### src/rtl/atom_pkg.sv
package atom_pkg;
  typedef enum logic [2:0] {
    ST_IDLE  = 3'd0,
    ST_SNOOP = 3'd1,
    ST_WBACK = 3'd2,
    ST_READ  = 3'd3,
    ST_ADD   = 3'd4,
    ST_WRITE = 3'd5,
    ST_RESP  = 3'd6
  } serial_state_t;
endpackage

### src/rtl/atom_fifo.sv
module atom_fifo #(
  parameter int W     = 8,
  parameter int DEPTH = 4,
  localparam int PTRW = (DEPTH > 1) ? $clog2(DEPTH) : 1,
  localparam int CNTW = $clog2(DEPTH + 1)
) (
  input  logic            clk,
  input  logic            rst_n,
  input  logic            push,
  input  logic [W-1:0]    din,
  input  logic            pop,
  output logic [W-1:0]    head,
  output logic [CNTW-1:0] count
);
  logic [W-1:0]    slot_q [DEPTH];
  logic [PTRW-1:0] wr_ptr_q, rd_ptr_q;
  logic [CNTW-1:0] cnt_q;

  function automatic logic [PTRW-1:0] bump(input logic [PTRW-1:0] p);
    return (p == PTRW'(DEPTH - 1)) ? '0 : p + 1'b1;
  endfunction

  always_ff @(posedge clk or negedge rst_n) begin
    if (!rst_n) begin
      wr_ptr_q <= '0;
      rd_ptr_q <= '0;
      cnt_q    <= '0;
    end else begin
      if (push) wr_ptr_q <= bump(wr_ptr_q);
      if (pop)  rd_ptr_q <= bump(rd_ptr_q);
      if (push && !pop)      cnt_q <= cnt_q + 1'b1;
      else if (pop && !push) cnt_q <= cnt_q - 1'b1;
    end
  end

  for (genvar g = 0; g < DEPTH; g++) begin : g_slot
    always_ff @(posedge clk or negedge rst_n) begin
      if (!rst_n)                                  slot_q[g] <= '0;
      else if (push && wr_ptr_q == PTRW'(g))       slot_q[g] <= din;
    end
  end

  assign head  = slot_q[rd_ptr_q];
  assign count = cnt_q;
endmodule

### src/rtl/snoop_collect.sv
module snoop_collect #(
  parameter int NC = 4,
  parameter int DW = 16
) (
  input  logic            clk,
  input  logic            rst_n,
  input  logic            en,
  input  logic            clr,
  input  logic [NC-1:0]   ack_valid,
  input  logic [NC-1:0]   ack_dirty,
  input  logic [NC*DW-1:0] ack_data,
  output logic            all_acked,
  output logic            wb_valid,
  output logic [DW-1:0]   wb_data
);
  logic [NC-1:0] seen_q;
  logic [NC-1:0] dirty_q;
  logic [DW-1:0] data_q [NC];

  for (genvar g = 0; g < NC; g++) begin : g_cache
    logic take;
    assign take = en && ack_valid[g] && !seen_q[g];
    always_ff @(posedge clk or negedge rst_n) begin
      if (!rst_n) begin
        seen_q[g]  <= 1'b0;
        dirty_q[g] <= 1'b0;
        data_q[g]  <= '0;
      end else if (clr) begin
        seen_q[g]  <= 1'b0;
        dirty_q[g] <= 1'b0;
      end else if (take) begin
        seen_q[g]  <= 1'b1;
        dirty_q[g] <= ack_dirty[g];
        data_q[g]  <= ack_data[g*DW +: DW];
      end
    end
  end

  assign all_acked = &seen_q;

  always_comb begin
    wb_valid = 1'b0;
    wb_data  = '0;
    for (int i = NC - 1; i >= 0; i--) begin
      if (dirty_q[i]) begin
        wb_valid = 1'b1;
        wb_data  = data_q[i];
      end
    end
  end
endmodule

### src/rtl/word_mem.sv
module word_mem #(
  parameter int AW = 4,
  parameter int DW = 16,
  localparam int WORDS = 1 << AW
) (
  input  logic          clk,
  input  logic          rst_n,
  input  logic          we,
  input  logic [AW-1:0] addr,
  input  logic [DW-1:0] wdata,
  output logic [DW-1:0] rdata
);
  logic [DW-1:0] cell_q [WORDS];

  for (genvar g = 0; g < WORDS; g++) begin : g_word
    always_ff @(posedge clk or negedge rst_n) begin
      if (!rst_n)                          cell_q[g] <= '0;
      else if (we && addr == AW'(g))       cell_q[g] <= wdata;
    end
  end

  assign rdata = cell_q[addr];
endmodule

### src/rtl/atomic_serializer.sv
module atomic_serializer
  import atom_pkg::*;
#(
  parameter int NC    = 4,
  parameter int DW    = 16,
  parameter int AW    = 4,
  parameter int IDW   = 4,
  parameter int DEPTH = 4,
  localparam int PW   = IDW + AW + DW,
  localparam int CNTW = $clog2(DEPTH + 1)
) (
  input  logic             clk,
  input  logic             rst_n,
  input  logic             req_valid,
  output logic             req_ready,
  input  logic [AW-1:0]    req_addr,
  input  logic [DW-1:0]    req_operand,
  input  logic [IDW-1:0]   req_id,
  output logic             inv_valid,
  output logic [AW-1:0]    inv_addr,
  input  logic [NC-1:0]    ack_valid,
  input  logic [NC-1:0]    ack_dirty,
  input  logic [NC*DW-1:0] ack_data,
  output logic             rsp_valid,
  output logic [IDW-1:0]   rsp_id,
  output logic [DW-1:0]    rsp_old
);
  serial_state_t state_q, state_d;
  logic [PW-1:0]   head;
  logic [CNTW-1:0] fifo_cnt;
  logic            fifo_push, fifo_pop, fifo_empty;
  logic [AW-1:0]   head_addr;
  logic [DW-1:0]   head_op;
  logic [IDW-1:0]  head_id;
  logic            all_acked, wb_valid;
  logic [DW-1:0]   wb_data;
  logic            mem_we;
  logic [DW-1:0]   mem_wdata, mem_rdata;
  logic [DW-1:0]   old_q, sum_q;
  logic            old_en, sum_en;

  assign req_ready  = (fifo_cnt != CNTW'(DEPTH));
  assign fifo_push  = req_valid && req_ready;
  assign fifo_pop   = (state_q == ST_RESP);
  assign fifo_empty = (fifo_cnt == '0);
  assign {head_id, head_addr, head_op} = head;

  atom_fifo #(.W(PW), .DEPTH(DEPTH)) u_fifo (
    .clk   (clk),
    .rst_n (rst_n),
    .push  (fifo_push),
    .din   ({req_id, req_addr, req_operand}),
    .pop   (fifo_pop),
    .head  (head),
    .count (fifo_cnt)
  );

  snoop_collect #(.NC(NC), .DW(DW)) u_collect (
    .clk       (clk),
    .rst_n     (rst_n),
    .en        (state_q == ST_SNOOP),
    .clr       (state_q == ST_RESP),
    .ack_valid (ack_valid),
    .ack_dirty (ack_dirty),
    .ack_data  (ack_data),
    .all_acked (all_acked),
    .wb_valid  (wb_valid),
    .wb_data   (wb_data)
  );

  assign mem_we    = (state_q == ST_WBACK && wb_valid) || (state_q == ST_WRITE);
  assign mem_wdata = (state_q == ST_WBACK) ? wb_data : sum_q;

  word_mem #(.AW(AW), .DW(DW)) u_mem (
    .clk   (clk),
    .rst_n (rst_n),
    .we    (mem_we),
    .addr  (head_addr),
    .wdata (mem_wdata),
    .rdata (mem_rdata)
  );

  always_comb begin
    state_d = state_q;
    unique case (state_q)
      ST_IDLE:  if (!fifo_empty) state_d = ST_SNOOP;
      ST_SNOOP: if (all_acked)   state_d = ST_WBACK;
      ST_WBACK: state_d = ST_READ;
      ST_READ:  state_d = ST_ADD;
      ST_ADD:   state_d = ST_WRITE;
      ST_WRITE: state_d = ST_RESP;
      ST_RESP:  state_d = ST_IDLE;
      default:  state_d = ST_IDLE;
    endcase
  end

  always_ff @(posedge clk or negedge rst_n) begin
    if (!rst_n) state_q <= ST_IDLE;
    else        state_q <= state_d;
  end

  assign old_en = (state_q == ST_READ);
  assign sum_en = (state_q == ST_ADD);

  always_ff @(posedge clk or negedge rst_n) begin
    if (!rst_n) begin
      old_q <= '0;
      sum_q <= '0;
    end else begin
      if (old_en) old_q <= mem_rdata;
      if (sum_en) sum_q <= old_q + head_op;
    end
  end

  assign inv_valid = (state_q == ST_SNOOP);
  assign inv_addr  = head_addr;
  assign rsp_valid = (state_q == ST_RESP);
  assign rsp_id    = head_id;
  assign rsp_old   = old_q;
endmodule

### config.mk
export PLATFORM = sky130hd
export DESIGN_NAME = atomic_serializer
export DESIGN_NICKNAME = d
export VERILOG_FILES = /design/src/rtl/atom_pkg.sv /design/src/rtl/atom_fifo.sv /design/src/rtl/snoop_collect.sv /design/src/rtl/word_mem.sv /design/src/rtl/atomic_serializer.sv
export SDC_FILE = /design/constraint.sdc
export NUM_CORES = 1
export LEC_CHECK = 0
export BUFFER_PORTS_ARGS = -buffer_cell sky130_fd_sc_hd__buf_2
export CORE_UTILIZATION = 40
export CTS_CLUSTER_SIZE = 16
export DETAILED_ROUTE_END_ITERATION = 6
export GPL_TIMING_DRIVEN = 0
export PLACE_DENSITY = 0.66
export SETUP_SLACK_MARGIN = 0.15
export SLEW_MARGIN = 30
export SYNTH_ARGS = -nofsm -noshare
export SYNTH_HDL_FRONTEND = slang
export SYNTH_SLANG_ARGS = --single-unit
### constraint.sdc
create_clock -name clk -period 3.4 [get_ports clk]
set_input_delay 0.34 -clock clk [delete_from_list [all_inputs] [get_ports clk]]
set_output_delay 0.34 -clock clk [all_outputs]
set_load 0.05 [all_outputs]
Word-level counts from Yosys, hierarchy flattened
Cells that the tools add are included.

storage, ports and cells
  register bits = 466
  output and inout bits = 27
  logic and storage cells = 168

operators by class
  magnitude comparators = 2
  reduce and logical (&&, ||, !) cells = 54
  bitwise gates (word level) = 3
  muxes and demuxes = 38
  equality and inequality tests = 28
  add/subtract/negate cells = 5

operator list
  kind                   count
  $mux W16               7
  $bmux W16 S4           1
  $bmux W24 S2           1
  $mux W24               2
  $eq A4 B4 Y1 const B   8
  $logic_and A1 B1 Y1    32
  $mux W1                20
  $pmux W3 S6            1
  $add A16 B16 Y16       1
  $eq A4 B3 Y1 const B   4
  $mux W3                4
  $reduce_and A2 Y1      5
  $reduce_bool A2 Y1     5
  $eq A3 B3 Y1 const B   3
  $eq A4 B2 Y1 const B   2
  $eq A2 B2 Y1 const B   3
  $eq A3 B2 Y1 const B   2
  $logic_not A1 Y1       6
  $logic_not A3 Y1       2
  $ge A5 B5 Y1 const B   1
  $not A4 Y5             1
  $add A2 B1 Y2 const B  2
  $eq A4 B1 Y1 const B   1
  $logic_not A4 Y1       1
  13 further kinds       15

Longest topological paths before layout
Gate-level depths: netlist of run 1.

  depth in word-level cells = 8
  depth in mapped cells = 11
  gate-level depth less buffers = 9

Cells and area by module
From an unflattened synthesis of run 1, not the netlist that was laid out.

second synthesis, totals
  cell total of the unflattened synthesis = 1452
  area, all modules = 21824.7 um2

by module, submodules not included
  module             times used  sequential area each (um2)  cells each  area an instance (um2)
  word_mem           1           6406.1                      712         11499.8
  atom_fifo          1           2577.5                      266         4610.7
  snoop_collect      1           1801.7                      231         3295.7
  atomic_serializer  1           875.8                       243         2418.6

Least setup slack after synthesis of run 1
OpenSTA, ideal clock, no wires.

  kind = register to register
  start point = register u_fifo.rd_ptr_q[0]
  end point = register sum_q[10]
  path slack = 0.091 ns
  clock period less this slack = 3.309 ns
  required time = 3.265 ns
  cell stages (with the launch flop) = 12
  data arrival time = 3.174 ns
  path through = dfrtp_1 > buf_4 > buf_1 > mux4_2 > ha_1 > fa_1 > a21oi_1 > o21ai_0 > a211oi_1 > o21ai_0 > xnor2_1 > o21ai_0

between the ends
  word-level cells in the longest chain between the ends = 5

ends and longest elaborated chain
  item                                         RTL line                  source
  from (decl)                                  atom_fifo.sv:16           logic [PTRW-1:0] wr_ptr_q, rd_ptr_q;
  from (signal assigned)                       atom_fifo.sv:30           if (pop) rd_ptr_q <= bump(rd_ptr_q);
  $not A2 Y3 (not written as such)             atom_fifo.sv:43           assign head = slot_q[rd_ptr_q];
  $bmux W24 S2                                 atom_fifo.sv:43
  $mux W24 (not written as such) (2 in a row)  atom_fifo.sv:43
  $add A16 B16 Y16                             atomic_serializer.sv:111  if (sum_en) sum_q <= old_q + head_op;
  to (signal assigned)                         atomic_serializer.sv:111
  to (decl)                                    atomic_serializer.sv:39   logic [DW-1:0] old_q, sum_q;

No other way between the ends. The select of a mux whose other input is x is not followed.
A chain may end at the register's enable or synchronous reset.

Worst setup path in the final report of run 1
  start point = register u_fifo.rd_ptr_q[1]
  end point = register sum_q[14]

The elaborated chain is that of the path after synthesis.

==> out/summary.md, run 1 <==
The run finished with clean final reports. STA classifies the critical path startpoint as a register. The fraction of met3 tracks used by global routing was 0.03171; the CTS H-tree depth was 2. The gate count after technology mapping was 1749.

For this design the top-level I/O count stands at 126. The xor/xnor share of the synthesized area was 0.006779; the highest clock rate was 0.3145 GHz. The tools report the global route total overflow as 0. Setup violations remaining at the end of the flow were counted as 0. Relative to the synthesized area, the layout overhead comes to 19.31%.

Of all cell types, the one taking the most synthesized area is sky130_fd_sc_hd__dfrtp_1. Clock sink count: 466. Proportion of synthesized flip-flops having asynchronous set or reset: 1.000. The largest individual stage delay along the critical path comes from the cell sky130_fd_sc_hd__fa_2. By area the synthesized netlist is led by sky130_fd_sc_hd__dfrtp_1, sky130_fd_sc_hd__mux2_2, sky130_fd_sc_hd__mux2_1, sky130_fd_sc_hd__nand2_1, sky130_fd_sc_hd__a211oi_1. TritonCTS built the clock tree.

Power spread over the standard cell area amounts to 1135 nW/um^2. The logs give 11.90 nW for the total leakage power and 2 for the initial antenna violation count. For the worst setup path, the data arrival time is 3.64 ns. Largest family of logic cells by synthesized area: multiplexers. Among cell families on the critical path, the largest total delay comes from compound AO/OA/AOI/OAI gates. For this run, the number of Yosys warnings is 0. The run gives 0 as the number of antenna-violating nets in the routed design. Total buffers and inverters traversed by the critical path: 2. For the pin with the worst max-slew slack, the measured transition is 0.9596 ns. The critical-path maximum fanout works out to 10. Setup repair after global routing could not meet its margin everywhere. For the headroom to the max-slew limit, the log shows 0.3602. The path class of the tightest hold or removal check is primary input to register. Detailed placement finished with a half-perimeter wire length of 42.69 mm. Using the TritonRoute via totals, the vias-per-cell ratio works out to 5.623. The worst setup path is of the register to register kind.

For the utilization after layout, the log shows 0.4850. TritonCTS created 50 clock buffers. The run gives 0 as the hold violation total from the final report. The global-route wire length before repair came out at 95.46 mm. The initial core utilization is 0.4065. The logs give 60.48 mm for the total wirelength of the detailed-routed design and 1871 for the post-synthesis net count.

The count of input and output buffers was 125. Row generation in the floorplan step produced 85 rows. Across the run, the number of max-cap violations was 0. The first TritonRoute pass finished after 5 iterations. The worst-case clock buffer depth was 3.

The run gives 0.02974 W as the total power draw. The basic-gate share of the synthesized area counting and, or, nand and nor cells came out at 0.08448. The floorplan step defined a die boundary enclosing 55850 um^2. IR analysis of the VDD net gives a maximum drop of 0.4889 mV.

After clock tree synthesis, the clock-pin slew on the worst setup and hold paths is 0.06 ns. Dividing the detail-routed wire length by the instance count gives 22.13 um. The congestion estimate from routability-driven global placement came to 0.8632. The endpoint class of the critical path is a register. By count the netlist is led by sky130_fd_sc_hd__dfrtp_1, sky130_fd_sc_hd__mux2_2, sky130_fd_sc_hd__nand2_1.

The synthesis-stage register bit count is 466, and the final count of pins violating max slew is 0. The core outline area is 54030 um^2, and the layout cell share with drive strength beyond 1 is 0.3296. Global-route met2 utilization: 0.3535. The cell sitting at the root of the clock tree is a sky130_fd_sc_hd__clkbuf_16.

Multiplexer fraction of the synthesized cell area: 0.2413. Entering global routing, the biggest net connects 91 pins. The post-synthesis compound-gate area fraction works out to 0.09115. Most crowded layer after global routing: met2. The distinct cell type count of the synthesized netlist came out at 55. The run gives 3.86 ns as the critical path data required time.

After synthesis, the mean cell area works out to 12.56 um^2. The part of the cycle the worst path needs is 0.9353. The floorplan step set the die width to 236.3 um. The logs give 0.2194 for the total global routing track utilization and 0.60 ns for the clock network latency to the later pin of the worst-skew pair. The tools report the met1 track demand over resource as 0.2977. The fraction of the mapped netlist area in adder cells is 0.01379.

The area share of the largest cell type after synthesis came out at 0.5309. In this design, the stage delay of the slowest critical-path cell is 0.40 ns. The via count of the first global-routing pass came out at 16210. Walking the worst path, the cells encountered are buf_4, clkbuf_2, mux4_2, ha_1, fa_2, a21oi_2, o21ai_1, a211oi_2, a31oi_1, xnor2_1, o21ai_0. The net total in the final layout is 2120. The most frequently used flop master after synthesis is sky130_fd_sc_hd__dfrtp_1. The layout has 4713 filler cells. Across the routed clock network, the largest skew measured is 0.02053 ns. The run gives 21960 um^2 as the cell area after synthesis.

Subtracting the final worst setup slack from the clock period gives 3.180 ns. The die boundary height is 236.3 um. For this run, design rule violations remaining after detail routing come to 0. The most frequently used cell type in the post-synthesis netlist was sky130_fd_sc_hd__dfrtp_1. For this block, the initial DRC count from the detailed router was 1033. The logs give 0.5309 for the sequential cell area fraction in the yosys report and 15370 for the detailed-route via count.

The number of enable-type register cells in the synthesized netlist is 0.
[worst reg2reg max path: stages, from the launching register on]
cell                       delay, ns
sky130_fd_sc_hd__dfrtp_1        0.36
sky130_fd_sc_hd__buf_4          0.22
sky130_fd_sc_hd__clkbuf_2       0.32
sky130_fd_sc_hd__mux4_2         0.36
sky130_fd_sc_hd__ha_1           0.26
sky130_fd_sc_hd__fa_2           0.40
sky130_fd_sc_hd__a21oi_2        0.16
sky130_fd_sc_hd__o21ai_1        0.14
sky130_fd_sc_hd__a211oi_2       0.31
sky130_fd_sc_hd__a31oi_1        0.15
sky130_fd_sc_hd__xnor2_1        0.23
sky130_fd_sc_hd__o21ai_0        0.11
[kinds of logic (layout without fill, tap and decap cells)]
logic type      count (synthesis)  in the layout
flops                         466            466
other cells                     0              1
xor+xnor                       17             17
buf+inv                       134            421
mux                           448            448
compound gates                286            286
fa+ha+maj                      23             23
simple gates                  375            375
[layer usage]
metal | vias up | wire length, um
met5 | - | 13
met4 | 2 | 2218
met3 | 144 | 2978
met2 | 414 | 28740
met1 | 7966 | 26530
li1 | 6842 | -
[final cells by class]
class | instances | area, um^2 | area share
multi-input combinational | 1149 | 9663 | 0.3688
timing repair buffer | 197 | 1439 | 0.05491
antenna | 1 | 2.502 | 0.00009550
sequential | 466 | 11660 | 0.4450
buffer | 125 | 681.9 | 0.02602
clock buffer | 69 | 1484 | 0.05663
inverter | 9 | 36.28 | 0.001385
clock inverter | 21 | 365.4 | 0.01394
tap | 696 | 870.8 | 0.03323
[per-stage QoR]
stage	hold WS [ns]	instances	area [um^2]	setup TNS, ns	worst slack, ns
final	0.01210	2733	26200	0	0.2200
after global routing	0.005077	2733	26200	0	0.04849
after CTS	0.0004806	2731	26150	0	0.1207
after detailed placement	0.3588	2575	23620	-1.112	-0.2758
after global placement	0.4645	2570	23460	-3300.49	-7.142
after floorplan	0.04441	1749	21960	0	0.3389
[repair_timing]
item                                    in CTS  in global routing
gates resized for setup                     12                 15
gates cloned                                 0                  0
hold buffers                                65                  0
endpoints found under the setup margin      10                 61
pin swaps                                    1                  2
hold endpoints to repair                   132                  0
setup buffers                                1                  0
[cell usage in the layout (no fill, tap or decap), drive strengths merged, types with 2 or more instances in the layout]
cell	instances
dfrtp	466
mux2	419
nand2	192
buf	192
clkbuf	134
a211oi	98
nor2b	84
dlygate4sd3	65
nor2	61
a31oi	50
a21oi	50
o21ai	24
mux4	23
ha	21
nor3	18
o22ai	17
a311oi	16
a221oi	15
inv	11
bufinv	10
xnor2	9
clkinv	9
xor2	8
a21o	6
mux2i	6
o21a	4
nand2b	4
and2	3
nand3	3
nor3b	3
nand3b	2
o211ai	2
nand4	2
and3	2
fa	2
[worst paths after layout]
path,start,end,slack (ns),cells past startpoint
max,u_fifo.rd_ptr_q[1],sum_q[14],0.22,11
min,ack_data[14],u_collect.data_q[62],0.01,2
max reg2reg,u_fifo.rd_ptr_q[1],sum_q[14],0.22,11
min reg2reg,u_mem.cell_q[177],u_mem.cell_q[177],0.48,1
max in group asynchronous,rst_n,u_collect.data_q[11],1.81,4
min in group asynchronous,rst_n,u_fifo.slot_q[46],0.33,2
[state kept, by name, summed over array words and instances (netlist names)]
register           count
u_collect.data_q      64
u_mem.cell_q         256
u_collect.seen_q       4
state_q                3
u_fifo.count           3
rsp_old               16
sum_q                 16
u_fifo.wr_ptr_q        2
u_fifo.slot_q         96
u_fifo.rd_ptr_q        2
u_collect.dirty_q      4
[where the power goes]
group | switching [W] | leakage, nW | internal [W] | total (W)
Combinational | 0.00916 | 5.02 | 0.00549 | 0.0147
Sequential | 0.00130 | 5.97 | 0.00771 | 0.00901
Clock | 0.00228 | 0.921 | 0.00380 | 0.00608
Total | 0.0127 | 11.9 | 0.0170 | 0.0297
(Power assumes the default switching activity.)
==> inputs of run 2 (changes only) <==
--- a/config.mk
+++ b/config.mk
@@ -5,6 +5,7 @@
 export SDC_FILE = /design/constraint.sdc
 export NUM_CORES = 1
 export LEC_CHECK = 0
+export ABC_AREA = 1
 export BUFFER_PORTS_ARGS = -buffer_cell sky130_fd_sc_hd__buf_2
 export CORE_UTILIZATION = 40
 export CTS_CLUSTER_SIZE = 16
==> out/summary.md, run 2 <==
The flow ran to the end, and the final reports show no timing, DRC or antenna violations. STA classifies the critical path endpoint as a register. A synthesized cell averages 8.006 um^2. Dividing total power by cell area gives a power density of 1153 nW/um^2. In this run, CTS created clock tree buffers numbering 50. The largest single stage delay on the critical path is 0.43 ns.

Yosys mapped a number of flops with a built-in enable equal to 0. The logs give 0.4039 for the initial core utilization and 2905 for the gate count after technology mapping. Counting flops and latches in the post-synthesis netlist gives 466. Routability-driven placement finished with a final weighted congestion of 0.9815.

The total of warnings raised by yosys was 0. The highest clock rate is 0.3228 GHz. The commonest cells after synthesis are sky130_fd_sc_hd__nand2_1, sky130_fd_sc_hd__dfrtp_1, sky130_fd_sc_hd__o21ai_0.

Using the TritonRoute via totals, the vias-per-cell ratio works out to 5.333. In the post-synthesis netlist, the biggest area contributors are sky130_fd_sc_hd__dfrtp_1, sky130_fd_sc_hd__nand2_1, sky130_fd_sc_hd__o21ai_0, sky130_fd_sc_hd__mux2_2, sky130_fd_sc_hd__nand3_1. The data arrival time of the critical path came out at 3.57 ns. The top cell types in the final layout, fill and taps aside, are sky130_fd_sc_hd__nand2_1, sky130_fd_sc_hd__dfrtp_1, sky130_fd_sc_hd__o21ai_0.

The layout cell share with drive strength beyond 1 is 0.1482, and the distinct cell type count of the synthesized netlist is 46. Summing internal, switching and leakage power gives 0.03163 W. Critical-path maximum fanout: 10.

The capture point of the critical path was sum_q[9]. Cell accounting for the most synthesized area: sky130_fd_sc_hd__dfrtp_1. In the post-synthesis netlist, the cell with the most instances is sky130_fd_sc_hd__nand2_1. Max-cap violations in this run came to 0. Summed over all layers, the global routing overflow is 0. TritonCTS built the clock tree. The floorplan step set the die width to 243.1 um. The sequential cell area fraction in the yosys report was 0.5014; the CTS clock-pin slew for the worst setup and hold paths was 0.06 ns. The count of buffers added on input and output ports is 125.

In this design, the critical path's most frequently occurring cell is sky130_fd_sc_hd__o21ai_0. The number of flip-flops under the largest register name works out to 256. Critical path data required time: 3.87 ns.

For the slack of the worst reg-to-reg path, the log shows 0.30 ns. The number of cells on the critical path was 13. The tools report the number of antenna-violating nets in the routed design as 0.

In this run the most critical hold path is launched from req_operand[9]. Summed over all nets, the half-perimeter wirelength after detailed placement is 57.32 mm. The largest delay contributor family on the critical path is compound AO/OA/AOI/OAI gates.

The run gives 0.2746 as the total global routing track utilization. Leading cell type in the layout, fill and taps excluded: sky130_fd_sc_hd__nand2_1. The min-delay analysis places its worst path in the category primary input to register. Setup repair after global routing could not meet its margin everywhere. STA classifies the critical path startpoint as a register. The H-tree was split into 2 levels.

The critical path goes through buf_2, inv_2, clkbuf_1, o21ai_0, o22ai_1, ha_1, nand3_1, nand2_1, a21oi_2, o21ai_0, or2_2, nand3_1, o21ai_0. The clock network latency to the later pin of the worst-skew pair is 0.60 ns, and the core outline area is 57590 um^2. The largest registers in the layout are u_mem.cell_q x256, u_fifo.slot_q x96, u_collect.data_q x64. The final count of pins violating max slew came out at 0. Entering global routing, the biggest net connects 84 pins. The utilization after layout came out at 0.4762. The register with the most flip-flops in the final layout is u_mem.cell_q. The slowest stage of the critical path belongs to the cell sky130_fd_sc_hd__clkbuf_1. The run gives 20330 as the via count of the first global-routing pass. The tools report the initial antenna violation count as 1. The floorplan step defined a die boundary enclosing 59110 um^2. Measured in cells, the most critical reg-to-reg path has a length of 13.

The run gives 13.81 nW as the total leakage power. Wires add up to 81.42 mm. The mapped netlist covers 23260 um^2. Subtracting the final worst setup slack from the clock period gives 3.098 ns. The first global-routing pass estimated 122.7 mm of wire. The part of the cycle the worst path needs came out at 0.9111. For this run, design rule violations remaining after detail routing come to 0. The cell sitting at the root of the clock tree is a sky130_fd_sc_hd__clkbuf_16. In the final routed layout, each cell accounts on average for 20.57 um. The cell row count came out at 88. After the first detailed-routing iteration, the DRC count stood at 2253. Post-synthesis to final-layout area growth: 17.91%. The critical register-to-register path endpoint was sum_q[9]. Pin placement for this block handled 126 I/O pins.

The maximum clock skew at final layout came out at 0.01700 ns. The tree built by TritonCTS fans out to 466 sinks. The headroom to the max-slew limit came out at 0.2964.

The area share of the largest cell type after synthesis works out to 0.5014. The run gives 3027 as the post-synthesis net count. Transition time of the tightest slew-check pin: 1.055 ns. The first detailed-routing pass took 6 iterations. Across the VDD grid, the largest voltage drop is 0.5267 mV. The proportion of synthesized flip-flops having asynchronous set or reset was 1.000. Setup violations remaining at the end of the flow were counted as 0. Counting both buffers and inverters, the worst setup path holds a total of 3. The run gives 3 as the worst-case clock buffer depth. Most frequently used flop master after synthesis: sky130_fd_sc_hd__dfrtp_1. The origin of the worst setup path is u_fifo.rd_ptr_q[1]. Startpoint of the most critical register-to-register path: u_fifo.rd_ptr_q[1].

At the end of the flow, the number of nets in the layout was 3278. The routed layout has 21110 vias. The floorplan step set the die height to 243.1 um.

The critical path in this run is classified as register to register. The hold violation total from the final report came out at 0.
[run 2: changes by cell type after synthesis, moves of 23 or more]
| cell | delta |
|---|---|
| sky130_fd_sc_hd__buf_2 | +68 |
| sky130_fd_sc_hd__nor2_1 | +57 |
| sky130_fd_sc_hd__o21ai_1 | +62 |
| sky130_fd_sc_hd__o21ai_0 | +366 |
| sky130_fd_sc_hd__inv_1 | +118 |
| sky130_fd_sc_hd__nand3_1 | +131 |
| sky130_fd_sc_hd__nor2b_1 | -83 |
| sky130_fd_sc_hd__mux2_2 | -244 |
| sky130_fd_sc_hd__a31oi_1 | -50 |
| sky130_fd_sc_hd__a211oi_1 | -77 |
| sky130_fd_sc_hd__mux2_1 | -109 |
| sky130_fd_sc_hd__nand2_1 | +973 |
| sky130_fd_sc_hd__mux4_2 | -23 |
[run 2: what timing repair did]
item                                    CTS  global route
gates cloned                              0             0
endpoints found under the setup margin   10            15
pin swaps                                 0             0
hold buffers                             67             0
buffers inserted                          0             0
endpoints found under the hold margin   111             0
resized for setup                         6            15
[run 2: per-layer routing]
| metal | track usage | share of wire |
|---|---|---|
| met2 | 0.4260 | 0.45 |
| met1 | 0.3685 | 0.42 |
| met3 | 0.04732 | 0.081 |
| met4 | 0.1415 | 0.053 |
| met5 | 0 | 0 |
[run 2: per-stage QoR]
stage / TNS, ns / hold slack, ns / worst slack [ns] / cell area [um^2] / std cells
finish: 0 / 0.05039 / 0.3023 / 27420 / 3959
global route: 0 / 0.04088 / 0.1154 / 27420 / 3957
CTS: 0 / 0.006650 / 0.2059 / 27390 / 3957
detailed placement: -0.2716 / 0.2913 / -0.1704 / 25080 / 3802
global placement: -3557.78 / 0.4591 / -7.697 / 24840 / 3795
floorplan: 0 / 0.04441 / 0.6469 / 23260 / 2905
[run 2: cell type report]
class                      instances  area, um^2
sequential                       466       11660
timing repair buffer             199        1483
clock buffer                      74        1463
fill                            5617       30160
antenna                            2       5.005
tap                              765       957.2
buffer                           195        1016
multi-input combinational       2105       10140
clock inverter                    14       175.2
inverter                         139       526.8
[run 2: power breakdown]
| part | switching, W | total, W | leakage, nW | internal, W |
|---|---|---|---|---|
| clock | 0.00232 | 0.00552 | 0.797 | 0.00321 |
| sequential | 0.00146 | 0.00946 | 6.04 | 0.00800 |
| combinational | 0.0119 | 0.0166 | 6.98 | 0.00470 |
[run 2: logic make-up (layout without fill, tap and decap cells)]
family / Yosys count / after routing / share of synthesized area
AOI/OAI and AO/OA: 565 / 565 / 0.1302
buffers and inverters: 334 / 621 / 0.06569
muxes: 65 / 65 / 0.03147
DFF: 466 / 466 / 0.5014
other: 0 / 2 / 0
and+or+nand+nor: 1441 / 1441 / 0.2540
xor gates and xnor gates: 11 / 11 / 0.004143
adders and majority gates: 23 / 23 / 0.01302
[run 2: worst register-to-register path, stage by stage (launching register included)]
cell,delay (ns)
sky130_fd_sc_hd__dfrtp_1,0.39
sky130_fd_sc_hd__buf_2,0.19
sky130_fd_sc_hd__inv_2,0.14
sky130_fd_sc_hd__clkbuf_1,0.44
sky130_fd_sc_hd__o21ai_0,0.17
sky130_fd_sc_hd__o22ai_1,0.34
sky130_fd_sc_hd__ha_1,0.31
sky130_fd_sc_hd__nand3_1,0.08
sky130_fd_sc_hd__nand2_1,0.14
sky130_fd_sc_hd__a21oi_2,0.22
sky130_fd_sc_hd__o21ai_0,0.12
sky130_fd_sc_hd__or2_2,0.29
sky130_fd_sc_hd__nand3_1,0.06
sky130_fd_sc_hd__o21ai_0,0.07
[run 2: how the worst min path moves through the flow]
stage / endpoint / slack (ns) / cells past startpoint
floorplan: rsp_old[0] / 0.04 / 0
global placement: u_fifo.slot_q[48] / 0.46 / 2
detailed placement: u_mem.cell_q[107] / 0.29 / 1
CTS: u_collect.dirty_q[3] / 0.007 / 3
global route: u_collect.dirty_q[3] / 0.04 / 3
finish: u_fifo.slot_q[9] / 0.05 / 3
==> inputs of run 3 (changes only) <==
--- a/config.mk
+++ b/config.mk
@@ -8,7 +8,7 @@
 export ABC_AREA = 1
 export BUFFER_PORTS_ARGS = -buffer_cell sky130_fd_sc_hd__buf_2
 export CORE_UTILIZATION = 40
-export CTS_CLUSTER_SIZE = 16
+export CTS_CLUSTER_SIZE = 30
 export DETAILED_ROUTE_END_ITERATION = 6
 export GPL_TIMING_DRIVEN = 0
 export PLACE_DENSITY = 0.66
==> constraint.sdc (replaced) <==
create_clock -name clk -period 2.5 [get_ports clk]
set_input_delay 0.25 -clock clk [delete_from_list [all_inputs] [get_ports clk]]
set_output_delay 0.25 -clock clk [all_outputs]
set_load 0.05 [all_outputs]
==> out/summary.md, run 3 (synthesis results as in run 2) <==
Power spread over the standard cell area amounts to 1701 nW/um^2. The run gives 0 as the residual DRC count. The detailed router placed 23100 vias in this run. Data arrives at the worst endpoint at 3.23 ns. The worst setup path is of the register to register kind.

Dividing the detail-routed via count by the number of cells gives 5.543. Setup violations remaining at the end of the flow were counted as 54. The run gives 58.31 mm as the half-perimeter wire length after placement. After detailed routing, the average wire length per cell comes to 22.58 um.

Counting the buffers created by CTS gives 50. Number of top-level pins: 126. The largest registers in the layout are u_mem.cell_q x256, u_fifo.slot_q x96, u_collect.data_q x64. The longest clock path from root to sink contains 3 buffers. The global-route wire length before repair is 134.4 mm, and the area of all sequential standard cells is 11660 um^2. Final hold analysis gives a worst-case slack of 0.1037 ns. The number of cell instances on the worst register-to-register path works out to 17. The later pin in the worst-skew pair is clocked with a latency of 0.63 ns. The tree built by TritonCTS fans out to 466 sinks.

The worst register-to-register path ends at sum_q[12]. The core outline area was 57590 um^2. The leading cell type in the layout, fill and taps excluded was sky130_fd_sc_hd__nand2_1.

The net total in the final layout is 3480. The run gives 0.3719 GHz as the highest clock rate. The width of the chip works out to 243.1 um. In this run the static leakage power is 16.07 nW. The register with the most flip-flops in the layout has 256 of them. Root buffer cell: sky130_fd_sc_hd__clkbuf_16. The start point of the worst min-delay path was req_valid.

The tools report the destination of the worst hold path as u_fifo.wr_ptr_q[1]. TritonCTS built the clock tree. The logs give 94.09 mm for the total wirelength of the detailed-routed design and 88 for the cell row count. The final worst-path setup slack came out at -0.1887 ns. After filler insertion, the fill cell instance count of the layout stands at 4794. Compared with the post-synthesis result, the final layout area differs by 41.38%. The layout cell share with drive strength beyond 1 works out to 0.3264. Total global routing track utilization: 0.3006. The via count of the first global-routing pass came out at 21750. The initial detailed-routing violation count is 2603. Setup repair after global routing could not meet its margin everywhere.

The flow ran to the end, but the final reports show violations. VDD sags by at most 0.7446 mV. The initial antenna violation count was 4.

The worst hold path passes through 4 cells. The number of detailed-routing iterations run before antenna repair is 6, and the critical path data required time is 3.04 ns. The floorplan step defined a die boundary enclosing 59110 um^2. Counting I/O delays and the setup requirement, the final critical path takes 2.689 ns.

The initial core utilization is 0.4039, and the die boundary height is 243.1 um. After clock tree synthesis, the clock-pin slew on the worst setup and hold paths is 0.07 ns. Most flop-heavy register: u_mem.cell_q. The final reports fail on setup timing.

The number of max-cap violations was 0. The startpoint of the most critical register-to-register path is u_fifo.rd_ptr_q[0]. Across all register-to-register paths, the minimum setup slack is -0.19 ns. For this run the aggregate overflow at the end of global routing stands at 0. The tools report the startpoint type of the worst setup path as a register.

The hold violation total from the final report is 0, and the count of input and output buffers is 125. Critical-path maximum fanout: 5. In the layout the commonest cells are sky130_fd_sc_hd__nand2_1, sky130_fd_sc_hd__dfrtp_1, sky130_fd_sc_hd__o21ai_0. The headroom to the max-slew limit is 0.5031, and the summed negative setup slack over all endpoints is -2.838 ns. The congestion estimate from routability-driven global placement came to 1.016.

The clock arrives with 0.02705 ns of skew. The part of the cycle the worst path needs is 1.075. At the pin with the least slew margin, the transition time is 0.7413 ns.

For the CTS H-tree depth, the log shows 2. STA classifies the critical path endpoint as a register. The min-delay analysis places its worst path in the category primary input to register. Entering global routing, the biggest net connects 88 pins.

The area of the multi-input gates was 12250 um^2; the number of antenna-violating nets in the routed design was 0. For the final count of pins violating max slew, the log shows 0.
[run 3: changes by cell type in the layout (fill, tap and decap cells not counted), sizes merged]
cell,before,now
dlygate4sd3,67,93
clkbuf,136,144
buf,265,436
clkinv,9,12
nand2,1162,1163
clkinvlp,3,0
diode,2,4
[run 3: area by class of cell]
cell class,instances,area share
flip-flops and latches,466,0.3547
diodes,4,0.0003044
clock inverters,14,0.005099
well taps,765,0.02911
inverters,139,0.01724
multi-input cells,2106,0.3727
plain buffers,192,0.05563
clock buffers,78,0.04707
repair buffers,403,0.1182
[run 3: critical path, cell delays in order (launching register included)]
cell and delay, ns:
sky130_fd_sc_hd__dfrtp_1 0.38, sky130_fd_sc_hd__buf_6 0.13, sky130_fd_sc_hd__inv_4 0.03, sky130_fd_sc_hd__buf_6 0.12
sky130_fd_sc_hd__clkbuf_16 0.15, sky130_fd_sc_hd__clkbuf_16 0.17, sky130_fd_sc_hd__nor2_4 0.10, sky130_fd_sc_hd__o22ai_2 0.08
sky130_fd_sc_hd__ha_2 0.21, sky130_fd_sc_hd__fa_2 0.42, sky130_fd_sc_hd__nand3_2 0.10, sky130_fd_sc_hd__nand3_4 0.10
sky130_fd_sc_hd__nand2_4 0.09, sky130_fd_sc_hd__nand2_4 0.07, sky130_fd_sc_hd__a21oi_4 0.15, sky130_fd_sc_hd__nand2b_4 0.14
sky130_fd_sc_hd__nand3_2 0.05, sky130_fd_sc_hd__o21ai_1 0.11
[run 3: worst max-delay path by stage]
| stage | endpoint | slack [ns] | startpoint |
|---|---|---|---|
| CTS | sum_q[12] | -0.08 | u_fifo.rd_ptr_q[0] |
| detailed placement | u_mem.cell_q[61] | -0.60 | u_collect.dirty_q[0] |
| finish | sum_q[12] | -0.19 | u_fifo.rd_ptr_q[0] |
| global placement | u_mem.cell_q[104] | -8.54 | rst_n |
| global route | sum_q[12] | -0.27 | u_fifo.rd_ptr_q[0] |
| floorplan | sum_q[9] | 0.09 | u_fifo.rd_ptr_q[0] |
[run 3: metrics by stage]
stage	setup slack, ns	power (W)	area, um^2	utilization	cells
6_report	-0.1887	0.05594	32880	0.5710	4167
3_5_place_dp	-0.6043	0.03491	25130	0.4364	3801
3_3_place_gp	-8.541	0.03451	24910	0.4326	3795
4_1_cts	-0.08036	0.05018	30630	0.5319	4077
2_1_floorplan	0.09336	0.02665	23330	-	2905
5_1_grt	-0.2702	0.05800	32870	0.5708	4163
[run 3: what timing repair did]
item                                    CTS  global route
gates cloned                             12            23
resized for setup                       520           492
pin swaps                               132           117
endpoints found under the hold margin   240             0
endpoints found under the setup margin  282           301
setup buffers                            82            63
hold buffers                             93             0
[run 3: power breakdown]
part / switching (W) / leakage [nW] / internal (W)
Combinational: 0.0213 / 9.18 / 0.0136
Clock: 0.00328 / 0.855 / 0.00457
Sequential: 0.00235 / 6.04 / 0.0109
[run 3: routing by layer]
metal  vias up  part of all wire  GRT usage
met5         -                 0          0
met4         0             0.057     0.1487
met3       306              0.11    0.07165
met2      1306              0.44     0.4526
met1     11190              0.39     0.4045
li1      10300                 -          -
